$ cat src/rtl/uart_flow_pkg.sv
package uart_flow_pkg;
  localparam int FIFO_DEPTH = 64;
  localparam int CNT_W      = $clog2(FIFO_DEPTH + 1);
  localparam int PROG_W     = 4;
  localparam int PROG_UNIT  = 4;
  localparam int RESUME_GAP = 8;

  function automatic logic [CNT_W-1:0] rx_coarse_lvl(input logic [1:0] sel);
    logic [CNT_W-1:0] v;
    case (sel)
      2'd0:    v = CNT_W'(8);
      2'd1:    v = CNT_W'(16);
      2'd2:    v = CNT_W'(56);
      default: v = CNT_W'(60);
    endcase
    return v;
  endfunction

  function automatic logic [CNT_W-1:0] tx_coarse_lvl(input logic [1:0] sel);
    logic [CNT_W-1:0] v;
    case (sel)
      2'd0:    v = CNT_W'(8);
      2'd1:    v = CNT_W'(16);
      2'd2:    v = CNT_W'(32);
      default: v = CNT_W'(56);
    endcase
    return v;
  endfunction
endpackage

$ cat src/rtl/trig_level_sel.sv
module trig_level_sel
  import uart_flow_pkg::*;
#(
  parameter bit IS_RX = 1'b1,
  parameter int CW    = CNT_W,
  parameter int PW    = PROG_W,
  parameter int UNIT  = PROG_UNIT
) (
  input  logic          fifo_en,
  input  logic [1:0]    sel,
  input  logic [PW-1:0] prog,
  output logic [CW-1:0] lvl
);
  logic [CW-1:0] coarse;
  logic [CW-1:0] fine;

  generate
    if (IS_RX) begin : g_rx
      assign coarse = rx_coarse_lvl(sel);
    end else begin : g_tx
      assign coarse = tx_coarse_lvl(sel);
    end
  endgenerate

  assign fine = CW'(prog) * CW'(UNIT);

  always_comb begin
    if (!fifo_en)
      lvl = CW'(1);
    else if (prog != '0)
      lvl = fine;
    else
      lvl = coarse;
  end
endmodule

$ cat src/rtl/irq_compare.sv
module irq_compare #(
  parameter int CW = 7
) (
  input  logic          clk,
  input  logic          rst_n,
  input  logic [CW-1:0] amount,
  input  logic [CW-1:0] lvl,
  output logic          irq
);
  logic irq_d;
  logic irq_q;

  always_comb begin
    irq_d = (amount >= lvl);
  end

  always_ff @(posedge clk or negedge rst_n) begin
    if (!rst_n)
      irq_q <= 1'b0;
    else
      irq_q <= irq_d;
  end

  assign irq = irq_q;
endmodule

$ cat src/rtl/rts_hyst.sv
module rts_hyst #(
  parameter int CW = 7
) (
  input  logic          clk,
  input  logic          rst_n,
  input  logic          en,
  input  logic [CW-1:0] fill,
  input  logic [CW-1:0] halt_thr,
  input  logic [CW-1:0] resume_thr,
  output logic          rts_n
);
  logic rts_n_d;
  logic rts_n_q;

  always_comb begin
    rts_n_d = rts_n_q;
    if (!en)
      rts_n_d = 1'b0;
    else if (fill >= halt_thr)
      rts_n_d = 1'b1;
    else if (fill <= resume_thr)
      rts_n_d = 1'b0;
  end

  always_ff @(posedge clk or negedge rst_n) begin
    if (!rst_n)
      rts_n_q <= 1'b1;
    else
      rts_n_q <= rts_n_d;
  end

  assign rts_n = rts_n_q;
endmodule

$ cat src/rtl/cts_gate.sv
module cts_gate #(
  parameter int SYNC_STAGES = 2
) (
  input  logic clk,
  input  logic rst_n,
  input  logic en,
  input  logic cts_n,
  input  logic tx_req,
  output logic tx_permit
);
  logic [SYNC_STAGES-1:0] sync_d;
  logic [SYNC_STAGES-1:0] sync_q;

  always_comb begin
    sync_d = {sync_q[SYNC_STAGES-2:0], cts_n};
  end

  always_ff @(posedge clk or negedge rst_n) begin
    if (!rst_n)
      sync_q <= '1;
    else
      sync_q <= sync_d;
  end

  assign tx_permit = tx_req & (~en | ~sync_q[SYNC_STAGES-1]);
endmodule

$ cat src/rtl/uart_flow_ctl.sv
module uart_flow_ctl
  import uart_flow_pkg::*;
#(
  parameter int DEPTH = FIFO_DEPTH,
  parameter int CW    = CNT_W,
  parameter int PW    = PROG_W,
  parameter int UNIT  = PROG_UNIT,
  parameter int GAP   = RESUME_GAP
) (
  input  logic          clk,
  input  logic          rst_n,
  input  logic          fifo_en,
  input  logic [1:0]    rx_sel,
  input  logic [1:0]    tx_sel,
  input  logic [PW-1:0] rx_prog,
  input  logic [PW-1:0] tx_prog,
  input  logic [PW-1:0] halt_lvl,
  input  logic [PW-1:0] resume_lvl,
  input  logic [1:0]    flow_en,
  input  logic [CW-1:0] rx_fill,
  input  logic [CW-1:0] tx_fill,
  input  logic          cts_n,
  input  logic          tx_req,
  output logic          tx_permit,
  output logic          rx_irq,
  output logic          tx_irq,
  output logic          rts_n
);
  localparam logic [CW-1:0] DEPTH_W = CW'(DEPTH);
  localparam logic [CW-1:0] UNIT_W  = CW'(UNIT);
  localparam logic [CW-1:0] GAP_W   = CW'(GAP);

  logic [CW-1:0] rx_lvl;
  logic [CW-1:0] tx_lvl;
  logic [CW-1:0] tx_free;
  logic [CW-1:0] halt_thr;
  logic [CW-1:0] resume_thr;
  logic [CW-1:0] fb_halt;
  logic [CW-1:0] fb_resume;

  trig_level_sel #(.IS_RX(1'b1), .CW(CW), .PW(PW), .UNIT(UNIT)) u_rx_lvl (
    .fifo_en (fifo_en),
    .sel     (rx_sel),
    .prog    (rx_prog),
    .lvl     (rx_lvl)
  );

  trig_level_sel #(.IS_RX(1'b0), .CW(CW), .PW(PW), .UNIT(UNIT)) u_tx_lvl (
    .fifo_en (fifo_en),
    .sel     (tx_sel),
    .prog    (tx_prog),
    .lvl     (tx_lvl)
  );

  assign tx_free = DEPTH_W - tx_fill;

  irq_compare #(.CW(CW)) u_rx_irq (
    .clk    (clk),
    .rst_n  (rst_n),
    .amount (rx_fill),
    .lvl    (rx_lvl),
    .irq    (rx_irq)
  );

  irq_compare #(.CW(CW)) u_tx_irq (
    .clk    (clk),
    .rst_n  (rst_n),
    .amount (tx_free),
    .lvl    (tx_lvl),
    .irq    (tx_irq)
  );

  // Threshold fallback: with both threshold fields clear, follow the coarse RX select.
  always_comb begin
    if (fifo_en) begin
      fb_halt   = rx_coarse_lvl(rx_sel);
      fb_resume = rx_coarse_lvl(rx_sel) - GAP_W;
    end else begin
      fb_halt   = CW'(1);
      fb_resume = '0;
    end
    if ((halt_lvl == '0) && (resume_lvl == '0)) begin
      halt_thr   = fb_halt;
      resume_thr = fb_resume;
    end else begin
      halt_thr   = CW'(halt_lvl) * UNIT_W;
      resume_thr = CW'(resume_lvl) * UNIT_W;
    end
  end

  rts_hyst #(.CW(CW)) u_rts (
    .clk        (clk),
    .rst_n      (rst_n),
    .en         (flow_en[0]),
    .fill       (rx_fill),
    .halt_thr   (halt_thr),
    .resume_thr (resume_thr),
    .rts_n      (rts_n)
  );

  cts_gate #(.SYNC_STAGES(2)) u_cts (
    .clk       (clk),
    .rst_n     (rst_n),
    .en        (flow_en[1]),
    .cts_n     (cts_n),
    .tx_req    (tx_req),
    .tx_permit (tx_permit)
  );
endmodule

$ cat config.mk
export PLATFORM = sky130hd
export DESIGN_NAME = uart_flow_ctl
export DESIGN_NICKNAME = d
export VERILOG_FILES = /design/src/rtl/uart_flow_pkg.sv /design/src/rtl/trig_level_sel.sv /design/src/rtl/irq_compare.sv /design/src/rtl/rts_hyst.sv /design/src/rtl/cts_gate.sv /design/src/rtl/uart_flow_ctl.sv
export SDC_FILE = /design/constraint.sdc
export NUM_CORES = 1
export LEC_CHECK = 0
export BUFFER_PORTS_ARGS = -buffer_cell sky130_fd_sc_hd__buf_2
export CORE_ASPECT_RATIO = 0.75
export CORE_MARGIN = 3
export CORE_UTILIZATION = 35
export CTS_CLUSTER_SIZE = 20
export DETAILED_ROUTE_END_ITERATION = 16
export GPL_TIMING_DRIVEN = 0
export PLACE_DENSITY_LB_ADDON = 0.08
export SLEW_MARGIN = 10
export SYNTH_ARGS = -nofsm -noshare
export SYNTH_HDL_FRONTEND = slang
export SYNTH_SLANG_ARGS = --single-unit
$ cat constraint.sdc
create_clock -name clk -period 3.1 [get_ports clk]
set_clock_uncertainty 0.15 [all_clocks]
set_input_delay 0.31 -clock clk [delete_from_list [all_inputs] [get_ports clk]]
set_output_delay 0.31 -clock clk [all_outputs]
set_load 0.005 [all_outputs]
* Word-level counts from Yosys, hierarchy flattened
Cells that the tools add are included.
Operators by class: add/sub/neg operators 2, shift-type cells 0, div/mod/pow operators 0, multiply operators 0, $lt $le $gt $ge 4, bitwise gates (word level) 4, mux-type cells 14, equal/unequal tests 5, reduce and logical (&&, ||, !) cells 7
Operators with widths (number):
- 7-bit two-way mux | 7
- 6-bit one-hot mux with 3 select lines | 2
- 7-bit greater-or-equal comparator | 3
- 6-bit two-way mux | 2
- 4-bit zero test | 2
- 4-bit nonzero test | 2
- 7-bit <= comparator | 1
- 7-bit by 4-bit subtractor with 7-bit output (second input constant) | 1
- 7-bit subtractor (first input constant) | 1
- 2-bit by 1-bit equality test with 1-bit output (second input constant) | 2
- 2-bit equality test (second input constant) | 2
- 2-bit zero test | 2
- 1-bit two-way mux | 3
- 3-bit by 1-bit inequality test with 1-bit output (second input constant) | 1
- 1-bit inverter | 2
- 1-bit bitwise AND | 1
- 1-bit logical AND | 1
- 1-bit OR | 1
Word-level totals: output and inout bits 4, logic and storage cells 40, bits in writable memories 0, latch bits 0, ROM bits 0, memories kept 0, flip-flop bits (word level) 5, input bits 41

* Depth between registers and ports, before layout
word-level depth 10, gate-level depth with buffers 10

* Modules after synthesis
From an unflattened synthesis, not the netlist that was laid out.
Unflattened totals: cell total of the unflattened synthesis 166, area total of the unflattened synthesis 1262.5 µm²
Modules (own cells, without submodules):
- irq_compare | times used 2, cells each 24, seq. area each 25.0 µm², area an instance 191.4 µm²
- rts_hyst | times used 1, cells each 47, seq. area each 26.3 µm², area an instance 369.1 µm²
- uart_flow_ctl | times used 1, cells each 31, seq. area each 0.0 µm², area an instance 217.7 µm²
- trig_level_sel at u_tx_lvl | times used 1, cells each 20, seq. area each 0.0 µm², area an instance 130.1 µm²
- trig_level_sel at u_rx_lvl | times used 1, cells each 17, seq. area each 0.0 µm², area an instance 98.8 µm²
- cts_gate | times used 1, cells each 3, seq. area each 52.6 µm², area an instance 63.8 µm²

* Worst setup path after synthesis
OpenSTA, ideal clock, no wires.
kind input to register, from input port halt_lvl[0], to register u_rts.rts_n_q, in the netlist u_rts.rts_n, setup time 0.099 ns, data arrival time 2.596 ns, setup slack 0.255 ns, required time 2.851 ns, cell stages on the path 9, path through or4_4 > nor4_4 > and2_1 > nor2_1 > ha_1 > nand4_1 > or4b_2 > o311ai_0 > a21boi_0
On the way: longest elaborated chain between the ends 6, elaborated cells between the ends (all ways) 9, classes of those cells order compare (2); eq/ne (1); mux (4); reduce/logical (2)
RTL lines:
- start: declaration | line uart_flow_ctl.sv:17 | input logic [PW-1:0] halt_lvl,
- 4-bit zero test | line uart_flow_ctl.sv:82 | if ((halt_lvl == '0) && (resume_lvl == '0)) begin
- 1-bit logical AND | line uart_flow_ctl.sv:82
- 7-bit two-way mux | line uart_flow_ctl.sv:82
- 7-bit greater-or-equal comparator | line rts_hyst.sv:19 | else if (fill >= halt_thr)
- 1-bit two-way mux | line rts_hyst.sv:19
- 1-bit two-way mux | line rts_hyst.sv:17 | if (!en)
- end signal: assignment | line rts_hyst.sv:29 | rts_n_q <= rts_n_d;
- end: declaration | line rts_hyst.sv:13 | logic rts_n_q;
Parallel ways exist; a longest one is shown, timed or not. A chain may end at the register's enable or synchronous reset.

* Worst setup path after layout
Same ends and word-level chain as after synthesis.

==> summary.md <==
| Metric | Value |
|---|---|
| CTS sink count | 5 |
| Cell Area, Synth | 923 um2 |
| Final Slew Violations | 0 |
| Detail Placement HPWL | 2.04 mm |
| Utilization after layout | 0.507 |
| GRT Util Overall | 0.135 |
| PD cells | 216 nW/um2 |
| Vias in the first global route | 840 |
| Placeable core area | 2400 um2 |
| Die Footprint | 3300 um2 |
| Nets@finish | 225 |
| GRT Residual Overflow | 0 |
| Fin. Hold Viols | 0 |
| Post-synthesis xor/xnor area fraction | 0.0379 |
| Root Buffer | clkbuf_4 |
| Netlist cell types | 37 |
| Cell taking the most area after synthesis | ha_1 |
| Dpl cells | 188 |
| Fill cell count | 262 |
| Layout Cells excl Fill | 193 |
| Iteration-0 DRC Markers | 21 |
| Starting density of the core | 0.384 |
| Post-synthesis cell count | 111 |
| Setup TNS | 0 ps |
| Hold crit path type | input pin to register |
| Min Hold Slack | 30.2 ps |
| CP Data Required Time | 3080 ps |
| Worst Path Class, Setup | input pin to register |
| Crit-path cells | buf_2, or4_4, nor4_4, and2_1, nor2_1, ha_1, nand4_1, or4b_2, o311ai_0, a21boi_0 |
| Period minus WS final | 2910 ps |
| Synth top area cells | ha_1, dfstp_2, dfrtp_1 |
| Largest net degree at the start of global routing | 11 |
| Max Fclk | 0.343 GHz |
| Setup bufs post-CTS | 0 |
| # rows | 15 |
| CP Launch Type | input pin |
| Top-area cell type share of the netlist area | 0.325 |
| IO Pins | 45 |
| Final period util | 0.940 |
| CTS tree | built |
| Max-Cap Viols | 0 |
| Drc violations | 0 |
| Gpl congestion | 0.868 |
| Post-synthesis compound-gate area fraction | 0.202 |
| Simple-Gate Fraction of Synth Area | 0.251 |
| Cell at the slowest stage of the critical path | or4b_2 |
| H-tree level count | 1 |
| Final setup fails | 0 |
| Ys flop type | dfstp_2 |
| Synthesis-stage register bit count | 5 |
| Global-route wire length before repair | 3.55 mm |
| CP max stage delay | 620 ps |
| Via Count | 947 |
| Post-synthesis sequential area ratio | 0.140 |
| Unrepaired setup endpoints after global routing | false |
| Buf+Inv Stages, Crit Path | 1 |
| Avg Vias per Cell | 4.91 |
| First drt pass iteration count | 4 |
| Synth Net Count | 176 |
| Post-synth EDFFs | 0 |
| Synth Warn # | 0 |
| Worst-Margin Slew | 479 ps |
| Most frequent cell after synthesis | ha_1 |
| Worst VDD drop | 0.0963 mV |
| Layout overhead on the synthesized area | 31.8% |
| Clk_lat worst skew | 230 ps |
| Bufs on Longest Clock Path | 2 |
| Die Width | 65.3 um |
| Share of layout cells above drive strength 1 | 0.340 |
| CTS buffer count | 3 |
| Pwr Total | 0.000263 W |
| Clk pin slew, worst setup/hold paths | 40 ps |
| Syn Area/Cell | 8.32 um2 |
| Mux cell area share after synthesis | 0 |
| Routed WL | 2.21 mm |
| Pleak | 0.599 nW |
| Crit path max-delay family | simple AND/OR/NAND/NOR gates |
| DR WL/cell | 11.5 um |
| Kind of end point of the critical path | register |
| Crit path DAT | 2890 ps |
| Share of flip-flops with an asynchronous set or reset | 1.00 |
| Die span in y | 50.5 um |
| Synth Area in Adders | 0.325 |
| Synth cell count leaders | ha_1, nor2_1, inv_1 |
| Max transition margin | 0.673 |
| Status | completed |
| IO Port Bufs | 43 |
| CP max FO | 5 |
| Post-route ant nets | 0 |
| Largest family of logic cells by synthesized area | adder cells |
| Antenna violations before repair | 0 |
| Ant. Diodes | 0 |
## through the flow
| stage | area [um2] | setup slack [ps] |
|---|---|---|
| floorplan | 923 | 255 |
| global placement | 1180 | -39.7 |
| detailed placement | 1180 | -67.6 |
| CTS | 1220 | 176 |
| global route | 1220 | 61.3 |
| finish | 1220 | 185 |
## flip-flops by register name, summed over array words and instances, names as in the netlist
signal        cells
u_cts.sync_q      2
u_rts.rts_n       1
u_rx_irq.irq      1
u_tx_irq.irq      1
## per-layer routing
| metal | global-route usage | wire, um | up-vias | share of wire |
|---|---|---|---|---|
| met5 | 0 | 0 | - | 0 |
| li1 | - | - | 514 | - |
| met1 | 0.225 | 1240 | 403 | 0.56 |
| met3 | 0.0224 | 161 | 0 | 0.073 |
| met4 | 0.0207 | 0 | 0 | 0 |
| met2 | 0.176 | 809 | 30 | 0.37 |
## layout make-up
class / count / area [um2] / area share
well taps: 34 / 42.5 / 0.0349
repair buffers: 44 / 225 / 0.185
flip-flops and latches: 5 / 129 / 0.106
plain buffers: 1 / 3.75 / 0.00308
inverters: 9 / 33.8 / 0.0277
multi-input cells: 96 / 757 / 0.622
clock buffers: 4 / 26.3 / 0.0216
## cells by family (layout without fill, tap and decap cells)
logic type / count (synthesis) / count (layout)
AND/OR/NAND/NOR: 39 / 39
AO/OA/AOI/OAI: 28 / 28
adder cells (fa/ha/maj): 24 / 24
buffers and inverters: 10 / 58
flip-flops: 5 / 5
XOR/XNOR: 4 / 4
other: 1 / 1
## repair_timing
item / 4_1_cts / 5_1_grt
resized for setup: 0 / 0
hold buffers: 1 / 0
hold endpoints to repair: 5 / 0
## worst paths after layout
path                                 startpoint         endpoint  slack, ps  depth (start not counted)
min in group asynchronous                 rst_n     u_rx_irq.irq        260                          2
worst min register to register  u_cts.sync_q[0]  u_cts.sync_q[1]        200                          0
worst max-delay path                halt_lvl[0]      u_rts.rts_n        190                         10
max in group asynchronous                 rst_n  u_cts.sync_q[0]       2330                          2
worst min-delay path                      cts_n  u_cts.sync_q[0]         30                          1
worst max register to register      u_rts.rts_n      u_rts.rts_n       2050                          2
## power by group
part / total (W) / switching (W) / internal (W)
logic: 0.000118 / 0.0000600 / 0.0000579
registers: 0.0000744 / 0.00000139 / 0.0000730
clock network: 0.0000712 / 0.0000228 / 0.0000484
total: 0.000263 / 0.0000842 / 0.000179
## cells in the final DEF (no fill, tap or decap), drive strengths merged
cell,Yosys,layout
and2,1,1
or4b,2,2
a211oi,1,1
o2111ai,1,1
or3,1,1
o211ai,1,1
nand3,1,1
o31a,2,2
clkbuf,1,5
a31oi,1,1
dlygate4sd3,0,1
xor2,2,2
a21boi,3,3
dfrtp,2,2
nor4,7,7
nor4b,1,1
conb,1,1
o311ai,1,1
buf,0,43
o21a,2,2
o21ai,8,8
or4,3,3
ha,24,24
inv,9,9
xnor2,2,2
a21oi,4,4
a21o,2,2
or2,1,1
a31o,1,1
nor3,3,3
a2111oi,1,1
nand4,1,1
dfstp,3,3
nor2,11,11
nand2,5,5
nor2b,2,2
(Power assumes the default switching activity.)
